$ cat config.mk
export PLATFORM = sky130hd
export DESIGN_NAME = evt_stage_regs
export DESIGN_NICKNAME = d
export VERILOG_FILES = /design/src/rtl/evt_stage_pkg.sv /design/src/rtl/evt_field_reg.sv /design/src/rtl/evt_read_mux.sv /design/src/rtl/evt_capture.sv /design/src/rtl/evt_stage_regs.sv
export SDC_FILE = /design/constraint.sdc
export NUM_CORES = 1
export LEC_CHECK = 0
export BUFFER_PORTS_ARGS = -buffer_cell sky130_fd_sc_hd__buf_2
export CORE_MARGIN = 5
export CORE_UTILIZATION = 45
export CTS_CLUSTER_DIAMETER = 30
export DETAILED_ROUTE_END_ITERATION = 7
export PLACE_DENSITY_LB_ADDON = 0.05
export SETUP_SLACK_MARGIN = 0.1
export SKIP_CTS_REPAIR_TIMING = 1
export SLEW_MARGIN = 20
export SYNTH_ARGS = -nofsm -noshare
export SYNTH_HDL_FRONTEND = slang
export SYNTH_SLANG_ARGS = --single-unit
$ cat constraint.sdc
create_clock -name clk -period 2.25 [get_ports clk]
set_input_delay 0.225 -clock clk [delete_from_list [all_inputs] [get_ports clk]]
set_output_delay 0.225 -clock clk [all_outputs]
set_load 0.1 [all_outputs]
$ cat src/rtl/evt_stage_pkg.sv
package evt_stage_pkg;
   localparam int BUS_W          = 32;
   localparam int STAT_W         = 5;
   localparam int STAT_FULL_BIT  = 0;
   localparam int STAT_UNDER_BIT = 1;
endpackage

$ cat src/rtl/evt_field_reg.sv
module evt_field_reg
   import evt_stage_pkg::*;
#(
   parameter int          W      = 32,
   parameter int          AW     = 5,
   parameter int          LANES  = 2,
   parameter int unsigned OFF    = 0,
   parameter bit          CLR_EN = 1'b1
) (
   input  logic                        clk,
   input  logic                        rst_n,
   input  logic [LANES-1:0]            lane_we,
   input  logic [LANES-1:0][AW-1:0]    lane_addr,
   input  logic [LANES-1:0][BUS_W-1:0] lane_data,
   input  logic                        clr,
   output logic [W-1:0]                q
);
   initial begin
      if (W < 1 || W > BUS_W) $fatal(1, "field width out of range");
   end

   logic         hit;
   logic [W-1:0] win;

   // later lanes override earlier ones
   always_comb begin
      hit = 1'b0;
      win = q;
      for (int i = 0; i < LANES; i++) begin
         if (lane_we[i] && lane_addr[i] == AW'(OFF)) begin
            hit = 1'b1;
            win = lane_data[i][W-1:0];
         end
      end
   end

   generate
      if (CLR_EN) begin : g_clearable
         always_ff @(posedge clk) begin
            if (!rst_n)   q <= '0;
            else if (hit) q <= win;
            else if (clr) q <= '0;
         end

         assert_clear_R3: assert property (@(posedge clk) disable iff (!rst_n)
            (clr && !hit) |=> (q == '0));
      end else begin : g_plain
         always_ff @(posedge clk) begin
            if (!rst_n)   q <= '0;
            else if (hit) q <= win;
         end
      end
   endgenerate

   // top lane wins over lower lanes and over the clear
   assert_top_lane_wins_R5: assert property (@(posedge clk) disable iff (!rst_n)
      (lane_we[LANES-1] && lane_addr[LANES-1] == AW'(OFF))
      |=> (q == $past(lane_data[LANES-1][W-1:0])));
endmodule

$ cat src/rtl/evt_read_mux.sv
module evt_read_mux
   import evt_stage_pkg::*;
#(
   parameter int AW         = 5,
   parameter int CHAN_W     = 8,
   parameter int ADDR_W     = 16,
   parameter int TS_WORDS   = 2,
   parameter int DATA_WORDS = 4,
   parameter int CHAN_OFF   = 0,
   parameter int TS_OFF     = 1,
   parameter int ADDR_OFF   = 3,
   parameter int STAT_OFF   = 5,
   parameter int DATA_BASE  = 8
) (
   input  logic                             clk,
   input  logic                             rst_n,
   input  logic [AW-1:0]                    rd_addr,
   input  logic [CHAN_W-1:0]                chan,
   input  logic [TS_WORDS-1:0][BUS_W-1:0]   ts_slots,
   input  logic [ADDR_W-1:0]                addr,
   input  logic [DATA_WORDS-1:0][BUS_W-1:0] data_slots,
   input  logic                             dn_full,
   input  logic                             dn_underflow,
   output logic [BUS_W-1:0]                 rd_data
);
   logic mapped;

   always_comb begin
      rd_data = '0;
      if (rd_addr == AW'(CHAN_OFF)) rd_data = BUS_W'(chan);
      if (rd_addr == AW'(ADDR_OFF)) rd_data = BUS_W'(addr);
      if (rd_addr == AW'(STAT_OFF)) begin
         rd_data[STAT_FULL_BIT]  = dn_full;
         rd_data[STAT_UNDER_BIT] = dn_underflow;
      end
      for (int j = 0; j < TS_WORDS; j++)
         if (rd_addr == AW'(TS_OFF + j)) rd_data = ts_slots[j];
      for (int k = 0; k < DATA_WORDS; k++)
         if (rd_addr == AW'(DATA_BASE + k)) rd_data = data_slots[k];
   end

   // offset decode kept apart from the data path for the checker
   always_comb begin
      mapped = (int'(rd_addr) <= STAT_OFF) ||
               (int'(rd_addr) >= DATA_BASE && int'(rd_addr) < DATA_BASE + DATA_WORDS);
   end

   assert_unmapped_zero_R10: assert property (@(posedge clk) disable iff (!rst_n)
      !mapped |-> (rd_data == '0));

   assert_status_pad_R9: assert property (@(posedge clk) disable iff (!rst_n)
      (rd_addr == AW'(STAT_OFF)) |-> (rd_data[BUS_W-1:STAT_UNDER_BIT+1] == '0));
endmodule

$ cat src/rtl/evt_capture.sv
module evt_capture #(
   parameter int CHAN_W = 8,
   parameter int TS_W   = 64,
   parameter int ADDR_W = 16,
   parameter int DATA_W = 128
) (
   input  logic              clk,
   input  logic              rst_n,
   input  logic              fire,
   input  logic [CHAN_W-1:0] st_chan,
   input  logic [TS_W-1:0]   st_ts,
   input  logic [ADDR_W-1:0] st_addr,
   input  logic [DATA_W-1:0] st_data,
   output logic              ev_valid,
   output logic [CHAN_W-1:0] ev_chan,
   output logic [TS_W-1:0]   ev_ts,
   output logic [ADDR_W-1:0] ev_addr,
   output logic [DATA_W-1:0] ev_data
);
   always_ff @(posedge clk) begin
      if (!rst_n) begin
         ev_valid <= 1'b0;
         ev_chan  <= '0;
         ev_ts    <= '0;
         ev_addr  <= '0;
         ev_data  <= '0;
      end else begin
         ev_valid <= fire;
         if (fire) begin
            ev_chan <= st_chan;
            ev_ts   <= st_ts;
            ev_addr <= st_addr;
            ev_data <= st_data;
         end
      end
   end

   assert_event_fields_R6: assert property (@(posedge clk) disable iff (!rst_n)
      fire |=> (ev_valid && ev_chan == $past(st_chan) && ev_ts == $past(st_ts) &&
                ev_addr == $past(st_addr) && ev_data == $past(st_data)));

   assert_no_spurious_R6: assert property (@(posedge clk) disable iff (!rst_n)
      !fire |=> !ev_valid);
endmodule

$ cat src/rtl/evt_stage_regs.sv
module evt_stage_regs
   import evt_stage_pkg::*;
#(
   parameter int DATA_WORDS = 4,
   parameter int ADDR_W     = 16,
   parameter int TS_W       = 64,
   parameter int CHAN_W     = 8,
   parameter int WR_LANES   = 2,
   parameter int REG_AW     = 5,
   parameter int DATA_BASE  = 8
) (
   input  logic                                 clk,
   input  logic                                 rst_n,
   input  logic [WR_LANES-1:0]                  wr_en,
   input  logic [WR_LANES-1:0][REG_AW-1:0]      wr_addr,
   input  logic [WR_LANES-1:0][BUS_W-1:0]       wr_data,
   input  logic [REG_AW-1:0]                    rd_addr,
   output logic [BUS_W-1:0]                     rd_data,
   input  logic                                 dn_full,
   input  logic                                 dn_underflow,
   output logic                                 ev_valid,
   output logic [CHAN_W-1:0]                    ev_chan,
   output logic [TS_W-1:0]                      ev_ts,
   output logic [ADDR_W-1:0]                    ev_addr,
   output logic [DATA_WORDS*BUS_W-1:0]          ev_data
);
   localparam int TS_WORDS   = TS_W / BUS_W;
   localparam int CHAN_OFF   = 0;
   localparam int TS_OFF     = 1;
   localparam int ADDR_OFF   = TS_OFF + TS_WORDS;
   localparam int COMMIT_OFF = ADDR_OFF + 1;
   localparam int STAT_OFF   = COMMIT_OFF + 1;
   localparam int DATA_W     = DATA_WORDS * BUS_W;

   initial begin
      if (TS_W % BUS_W != 0 || TS_WORDS < 1) $fatal(1, "timestamp must be whole bus words");
      if (ADDR_W < 1 || ADDR_W > BUS_W)      $fatal(1, "address width out of range");
      if (CHAN_W < 1 || CHAN_W > BUS_W)      $fatal(1, "channel width out of range");
      if (WR_LANES < 1)                      $fatal(1, "need a write lane");
      if (DATA_BASE <= STAT_OFF)             $fatal(1, "data slots overlap control offsets");
      if (DATA_BASE + DATA_WORDS > (1 << REG_AW)) $fatal(1, "offset space too small");
   end

   // lane decode
   logic ts_hit, commit, other_wr;
   always_comb begin
      ts_hit   = 1'b0;
      commit   = 1'b0;
      other_wr = 1'b0;
      for (int i = 0; i < WR_LANES; i++) begin
         if (wr_en[i]) begin
            if (int'(wr_addr[i]) >= TS_OFF && int'(wr_addr[i]) < TS_OFF + TS_WORDS)
               ts_hit = 1'b1;
            if (wr_addr[i] == REG_AW'(COMMIT_OFF)) begin
               if (wr_data[i][0]) commit = 1'b1;
            end else begin
               other_wr = 1'b1;
            end
         end
      end
   end

   logic [CHAN_W-1:0]                    st_chan;
   logic [ADDR_W-1:0]                    st_addr;
   logic [TS_WORDS-1:0][BUS_W-1:0]       ts_slots;
   logic [DATA_WORDS-1:0][BUS_W-1:0]     data_slots;
   logic [TS_W-1:0]                      st_ts;
   logic [DATA_W-1:0]                    st_data;

   evt_field_reg #(.W(CHAN_W), .AW(REG_AW), .LANES(WR_LANES), .OFF(CHAN_OFF), .CLR_EN(1'b0))
   u_chan (.clk(clk), .rst_n(rst_n), .lane_we(wr_en), .lane_addr(wr_addr),
           .lane_data(wr_data), .clr(1'b0), .q(st_chan));

   evt_field_reg #(.W(ADDR_W), .AW(REG_AW), .LANES(WR_LANES), .OFF(ADDR_OFF), .CLR_EN(1'b1))
   u_addr (.clk(clk), .rst_n(rst_n), .lane_we(wr_en), .lane_addr(wr_addr),
           .lane_data(wr_data), .clr(ts_hit), .q(st_addr));

   // slot j holds significance TS_WORDS-1-j: lowest word sits at the top slot
   genvar gj;
   generate
      for (gj = 0; gj < TS_WORDS; gj++) begin : g_ts
         evt_field_reg #(.W(BUS_W), .AW(REG_AW), .LANES(WR_LANES), .OFF(TS_OFF + gj),
                         .CLR_EN(1'b0))
         u_ts (.clk(clk), .rst_n(rst_n), .lane_we(wr_en), .lane_addr(wr_addr),
               .lane_data(wr_data), .clr(1'b0), .q(ts_slots[gj]));
         assign st_ts[(TS_WORDS-1-gj)*BUS_W +: BUS_W] = ts_slots[gj];
      end
      for (gj = 0; gj < DATA_WORDS; gj++) begin : g_data
         evt_field_reg #(.W(BUS_W), .AW(REG_AW), .LANES(WR_LANES), .OFF(DATA_BASE + gj),
                         .CLR_EN(1'b1))
         u_dat (.clk(clk), .rst_n(rst_n), .lane_we(wr_en), .lane_addr(wr_addr),
                .lane_data(wr_data), .clr(ts_hit), .q(data_slots[gj]));
         assign st_data[(DATA_WORDS-1-gj)*BUS_W +: BUS_W] = data_slots[gj];
      end
   endgenerate

   evt_read_mux #(
      .AW(REG_AW), .CHAN_W(CHAN_W), .ADDR_W(ADDR_W), .TS_WORDS(TS_WORDS),
      .DATA_WORDS(DATA_WORDS), .CHAN_OFF(CHAN_OFF), .TS_OFF(TS_OFF),
      .ADDR_OFF(ADDR_OFF), .STAT_OFF(STAT_OFF), .DATA_BASE(DATA_BASE)
   ) u_rd (
      .clk(clk), .rst_n(rst_n), .rd_addr(rd_addr), .chan(st_chan), .ts_slots(ts_slots),
      .addr(st_addr), .data_slots(data_slots), .dn_full(dn_full),
      .dn_underflow(dn_underflow), .rd_data(rd_data)
   );

   evt_capture #(.CHAN_W(CHAN_W), .TS_W(TS_W), .ADDR_W(ADDR_W), .DATA_W(DATA_W)) u_cap (
      .clk(clk), .rst_n(rst_n), .fire(commit), .st_chan(st_chan), .st_ts(st_ts),
      .st_addr(st_addr), .st_data(st_data), .ev_valid(ev_valid), .ev_chan(ev_chan),
      .ev_ts(ev_ts), .ev_addr(ev_addr), .ev_data(ev_data)
   );

   // a bare commit leaves the staged event untouched
   assert_commit_keeps_R7: assert property (@(posedge clk) disable iff (!rst_n)
      (commit && !other_wr) |=> (st_data == $past(st_data) && st_ts == $past(st_ts) &&
                                 st_addr == $past(st_addr) && st_chan == $past(st_chan)));
endmodule

==> metrics.txt, run 1 <==
largest net degree at the start of global routing 112; final core utilization 62.9%; CTS tree done; worst setup margin 0.122 ns; IO buf count 333; final antenna-violating net count 0; RD Place Congestion 0.948; RR Startpoint g_data[3].u_dat.q[22]; Vias 18374; worst endpoint required time 2.03 ns; Rel. slew slack 30.7%; PD cells 935 mW/mm^2; via/cell ratio 5.99; leakage 10.2 nW; Hold Path Depth 3; final wirelength 72200 um; TritonRoute pass-1 iters 8; Avg Inst Size Synth 8.38 um^2; fmax 470 MHz; Total GRT Usage 31.4%; post-detailed-route wirelength per cell 23.5 um; chip height 209 um; Yosys cell types 53; cell area after placement 0.0212 mm^2; CP Capture Type output pin; Worst EP arrival 1.90 ns; Final Total Pwr 23.3 mW; GRT overflow 0; final hold vios 19; Setup TNS Final 0 ns; pre-CTS setup slack 0.109 ns; Clock Path Buffers 3; worst hold-check path type input port to register; DRC viols 7; die area 0.0438 mm^2; commonest non-fill, non-tap cell in the layout nand2_1; hold_ws -0.0183 ns; Core Box Area 0.0395 mm^2; H-tree Lvls 3; Syn Nets 2216; total CTS buffers 92; Hold Crit Start wr_data[57]; worst reg2reg endpoint g_data[3].u_dat.q[22]; Inst Count DP 2874; Most used DFF post-synth dfxtp_1; layout overhead on the synthesized area 39.3%; crit start category register; failing checks design-rule violations, negative hold slack; Clk pin slew, worst setup/hold paths 0.05 ns; row count 73; YS warnings 0; Worst Max-Slew Pin Slew 1.04 ns; Max Slew Vio Count 0; cells after synthesis 2131; Synth Cell Area 0.0179 mm^2; initial antenna violation count 2; Nets 2549; layout cells sized above 1 26.6%; Max Cap Viol 0; I/O pin cnt 334; final non-filler cell total 3068; Async SR Flop Fraction 0%; worst vdd ir 0.977 mV; status finished, violations left; Setup Skew 0.0128 ns; sequential area share after synthesis 48.5%; initial DRC count 2249; part of the cycle the worst path needs 94.6%; number of global-route vias before repair 17865; # clock sinks 433; Period minus WS final 2.13 ns; initial core utilization 45.2%; R2R cell count 3; Die X 209 um; RSZ-0062 raised after global routing true; Setup CP Type register to output pin; Post-synth EDFFs 0; Final Setup Violations 0; Worst Hold End g_data[3].u_dat.q[25]; global-route wire length before repair 108000 um; post-synthesis register bit count 433; Clock Tree Root clkbuf_16; Clk Latency, worst-skew pair 0.61 ns; cell area after layout 0.0249 mm^2; DP Wirelength 47000 um; r2r setup slk 0.87 ns; most frequent cells in the layout nand2_1, dfxtp_1, buf_2; worst-path fanout max 3
## flip-flops by register name, indices dropped and copies added (netlist names)
name	count
g_data.u_dat.q	128
u_cap.ev_data	128
g_ts.u_ts.q	64
u_cap.ev_ts	64
u_addr.q	16
u_cap.ev_addr	16
u_cap.ev_chan	8
u_chan.q	8
u_cap.ev_valid	1
## cells by family (layout without fill, tap and decap cells)
logic type / count (synthesis) / in the layout / synth area share [%]
buffers and inverters: 215 / 626 / 5.32
flip-flops: 433 / 433 / 48.5
XOR/XNOR: 3 / 3 / 0.147
other: 0 / 1 / 0
AO/OA/AOI/OAI: 579 / 579 / 22.4
multiplexers: 97 / 97 / 5.44
AND/OR/NAND/NOR: 804 / 804 / 18.1
## cell type report
class,instances,area (um^2)
antenna,1,2.50
clock buffer,113,2570
inverter,11,48.8
tap,525,657
fill,3430,14700
timing repair buffer,443,3340
multi-input combinational,1483,8850
clock inverter,59,758
sequential,433,8670
## cells in the mapped netlist (8+ instances only)
master | n | share of area [%]
a211oi_1 | 66 | 2.8
a21oi_1 | 250 | 7.0
a221oi_1 | 10 | 0.49
a222oi_1 | 128 | 7.2
a22oi_1 | 30 | 1.3
a311oi_1 | 8 | 0.39
a31oi_1 | 13 | 0.46
buf_1 | 8 | 0.17
buf_2 | 54 | 1.5
buf_4 | 14 | 0.59
clkbuf_1 | 125 | 2.6
dfxtp_1 | 433 | 49
inv_1 | 11 | 0.23
mux2i_1 | 96 | 5.4
nand2_1 | 487 | 10
nand3_1 | 13 | 0.36
nor2_1 | 262 | 5.5
o21ai_0 | 23 | 0.64
o22ai_1 | 21 | 0.74
o2bb2ai_1 | 17 | 0.83
## critical path, stage by stage (launching register included)
cell,delay [ns]
dfxtp_1,0.32
mux2i_1,0.21
o21ai_1,0.15
a221oi_2,0.35
o21ai_4,0.10
buf_12,0.17
## report_power, final
part,total [mW],switching (mW),leakage [nW],internal (mW)
Sequential,7.81,0.0580,3.49,7.75
Clock,14.3,4.52,1.62,9.74
Combinational,1.21,0.832,5.04,0.381
## layer usage
layer  global-route usage, %  up-vias  wire length (um)
met5                       0        -                13
met4                    13.5        2              2760
met3                    8.02      179              7000
met2                    51.1     1052             34400
met1                    39.6     8809             28100
li1                        -     8332                 -
## worst max-delay path by stage
stage | from | to | slack [ns]
after floorplan | rd_addr[3] | rd_data[21] | -0.27
after global placement | rd_addr[4] | rd_data[0] | 0.12
after detailed placement | rd_addr[3] | rd_data[7] | 0.11
after CTS | u_chan.q[1] | rd_data[1] | -0.09
after global routing | g_ts[0].u_ts.q[9] | rd_data[9] | 0.03
final | u_addr.q[9] | rd_data[9] | 0.12
Note: power is estimated with default switching activity, not from simulation.
==> inputs of run 2 (changes only) <==
Settings changed: ABC_AREA from default to 1.
==> run 2 against run 1 <==
  * The flow finishes with violations (negative hold slack)
  * Flip-flop and latch count unchanged
  * Power increased by 9.1%
  * Clock skew increased by 0.010 ns
  * Synthesized cell count increased by 22%
  * Area after synthesis increased by 3.9%
==> metrics.txt, run 2 <==
total CTS buffers 102; largest net degree at the start of global routing 150; CTS tree done; initial antenna violation count 3; Hold Path Depth 3; cells after synthesis 2602; via/cell ratio 5.63; R2R cell count 5; I/O pin cnt 334; Yosys cell types 28; Avg Inst Size Synth 7.13 um^2; CP Capture Type output pin; global-route wire length before repair 112000 um; Rel. slew slack 48.5%; RR Startpoint g_ts[1].u_ts.q[30]; Vias 19844; sequential area share after synthesis 46.7%; Max Slew Vio Count 0; post-synthesis register bit count 433; crit start category register; Die X 213 um; Clk pwr share 63.1%; fmax 470 MHz; layout cells sized above 1 22.0%; initial DRC count 2598; Area contributors post-synth dfxtp_1, nor2_1, a21oi_1, nand2_1, a31oi_1; IO buf count 333; initial core utilization 45.4%; DRC viols 0; YS warnings 0; Post-synth EDFFs 0; PD cells 1010 mW/mm^2; top-area cell type share of the netlist area 46.7%; final antenna-violating net count 0; final hold vios 5; Clk pin slew, worst setup/hold paths 0.04 ns; worst reg2reg endpoint g_ts[1].u_ts.q[30]; # clock sinks 433; Nets 2991; row count 74; worst endpoint required time 2.03 ns; commonest non-fill, non-tap cell in the layout nor2_1; Largest regs g_data.u_dat.q x128, u_cap.ev_data x128; layout overhead on the synthesized area 35.7%; Hold Crit Start wr_data[31]; Syn Nets 2687; Worst Hold End g_ts[1].u_ts.q[31]; logic gate share of total power 5.8%; Worst EP arrival 1.90 ns; Synth Cell Area 0.0186 mm^2; Total GRT Usage 32.0%; failing checks negative hold slack; hold_ws -0.0179 ns; number of global-route vias before repair 18058; r2r setup slk 0.86 ns; Worst Max-Slew Pin Slew 0.773 ns; worst-path fanout max 3; Switching Fraction 23.6%; H-tree Lvls 3; most frequent cells in the layout nor2_1, dfxtp_1, nand2_1; leading area contributor after synthesis dfxtp_1; Sequential Power Share 31.1%; final wirelength 76100 um; Max Cap Viol 0; RSZ-0062 raised after global routing true; leakage 11.6 nW; Setup CP Type register to output pin; Period minus WS final 2.13 ns; Setup TNS Final 0 ns; Synth top cells by count nor2_1, dfxtp_1, nand2_1; post-detailed-route wirelength per cell 21.6 um; TritonRoute pass-1 iters 5; most numerous cell in the Yosys netlist nor2_1; Clk Latency, worst-skew pair 0.62 ns; GRT overflow 0; final core utilization 61.7%; chip height 213 um; internal power 19.4 mW; RD Place Congestion 0.939; Async SR Flop Fraction 0%; Setup Skew 0.0231 ns; die area 0.0454 mm^2; worst hold-check path type input port to register; worst vdd ir 0.694 mV; Clock Tree Root clkbuf_16; status finished, violations left; Most used DFF post-synth dfxtp_1; DP Wirelength 52700 um; Final Setup Violations 0; Core Box Area 0.0408 mm^2; part of the cycle the worst path needs 94.5%; Clock Path Buffers 3; Sw Pwr 6.00 mW
==> run 2: cell types whose count changed after synthesis, moves of 44 or more <==
cell	delta
o22ai_1	+48
a21oi_1	+50
nand2_1	-122
o21ai_0	+150
nand4_1	+44
inv_1	+165
a211oi_1	-66
nor2_1	+286
o21ai_1	+77
a222oi_1	-128
a31oi_1	+140
mux2i_1	-96
==> run 2: final cells by class <==
type | count | area, um^2
Inverter | 183 | 692
Antenna cell | 1 | 2.50
Clock buffer | 124 | 2790
Sequential cell | 433 | 8670
Multi-Input combinational cell | 1781 | 8330
Timing Repair Buffer | 405 | 3090
Fill cell | 3672 | 15600
Tap cell | 532 | 666
Clock inverter | 65 | 948
==> run 2: how the worst max path moves through the flow <==
stage,startpoint,to,slack (ns),cells after the start
4_1_cts,g_ts[0].u_ts.q[13],rd_data[13],0.04,5
3_5_place_dp,rd_addr[4],rd_data[6],0.28,10
3_3_place_gp,wr_addr[5],u_cap.ev_data[58],0.26,11
2_1_floorplan,rd_addr[4],rd_data[21],0.12,6
6_report,g_ts[0].u_ts.q[9],rd_data[9],0.12,5
5_1_grt,g_ts[0].u_ts.q[13],rd_data[13],0.01,5
==> run 2: per-stage QoR <==
step	area, um^2	power [mW]	cells	hold WS (ns)	setup WS [ns]
floorplan	18600	8.92	2602	0.363	0.124
global placement	21300	9.45	3324	0.453	0.258
detailed placement	21300	9.45	3324	0.459	0.284
CTS	25000	25.5	3513	-0.0851	0.0425
global route	25200	26.1	3524	0.000668	0.0140
finish	25200	25.4	3524	-0.0179	0.124
==> run 2: kinds of logic (layout without fill, tap and decap cells) <==
logic type | Yosys count | after routing | synth area share (%)
AOI/OAI and AO/OA | 783 | 783 | 22.8
buffers and inverters | 388 | 777 | 9.02
DFF | 433 | 433 | 46.7
other | 0 | 1 | 0
and+or+nand+nor | 998 | 998 | 21.5
==> run 2: critical path, cell delays in order, from the launching register on <==
cell	delay (ns)
dfxtp_1	0.29
inv_1	0.19
o211ai_1	0.18
a21oi_2	0.18
nand4_1	0.20
buf_12	0.23
==> run 2: power by group through the flow <==
stage | combinational, mW | sequential [mW] | clock [mW]
after floorplan | 0.524 | 8.40 | 0
after global placement | 1.42 | 8.03 | 0
after detailed placement | 1.42 | 8.03 | 0
after CTS | 1.43 | 7.89 | 16.2
after global routing | 1.54 | 7.90 | 16.6
final | 1.48 | 7.90 | 16.0
==> run 2: routing by layer <==
layer	part of all wire, %	wire (um)	global-route usage [%]	up-vias
met5	0.017	13	0	-
met4	2.6	1960	9.51	2
met3	13	10100	11.2	126
met2	39	29600	41.8	1167
met1	45	34400	49.1	9231
li1	-	-	-	9318
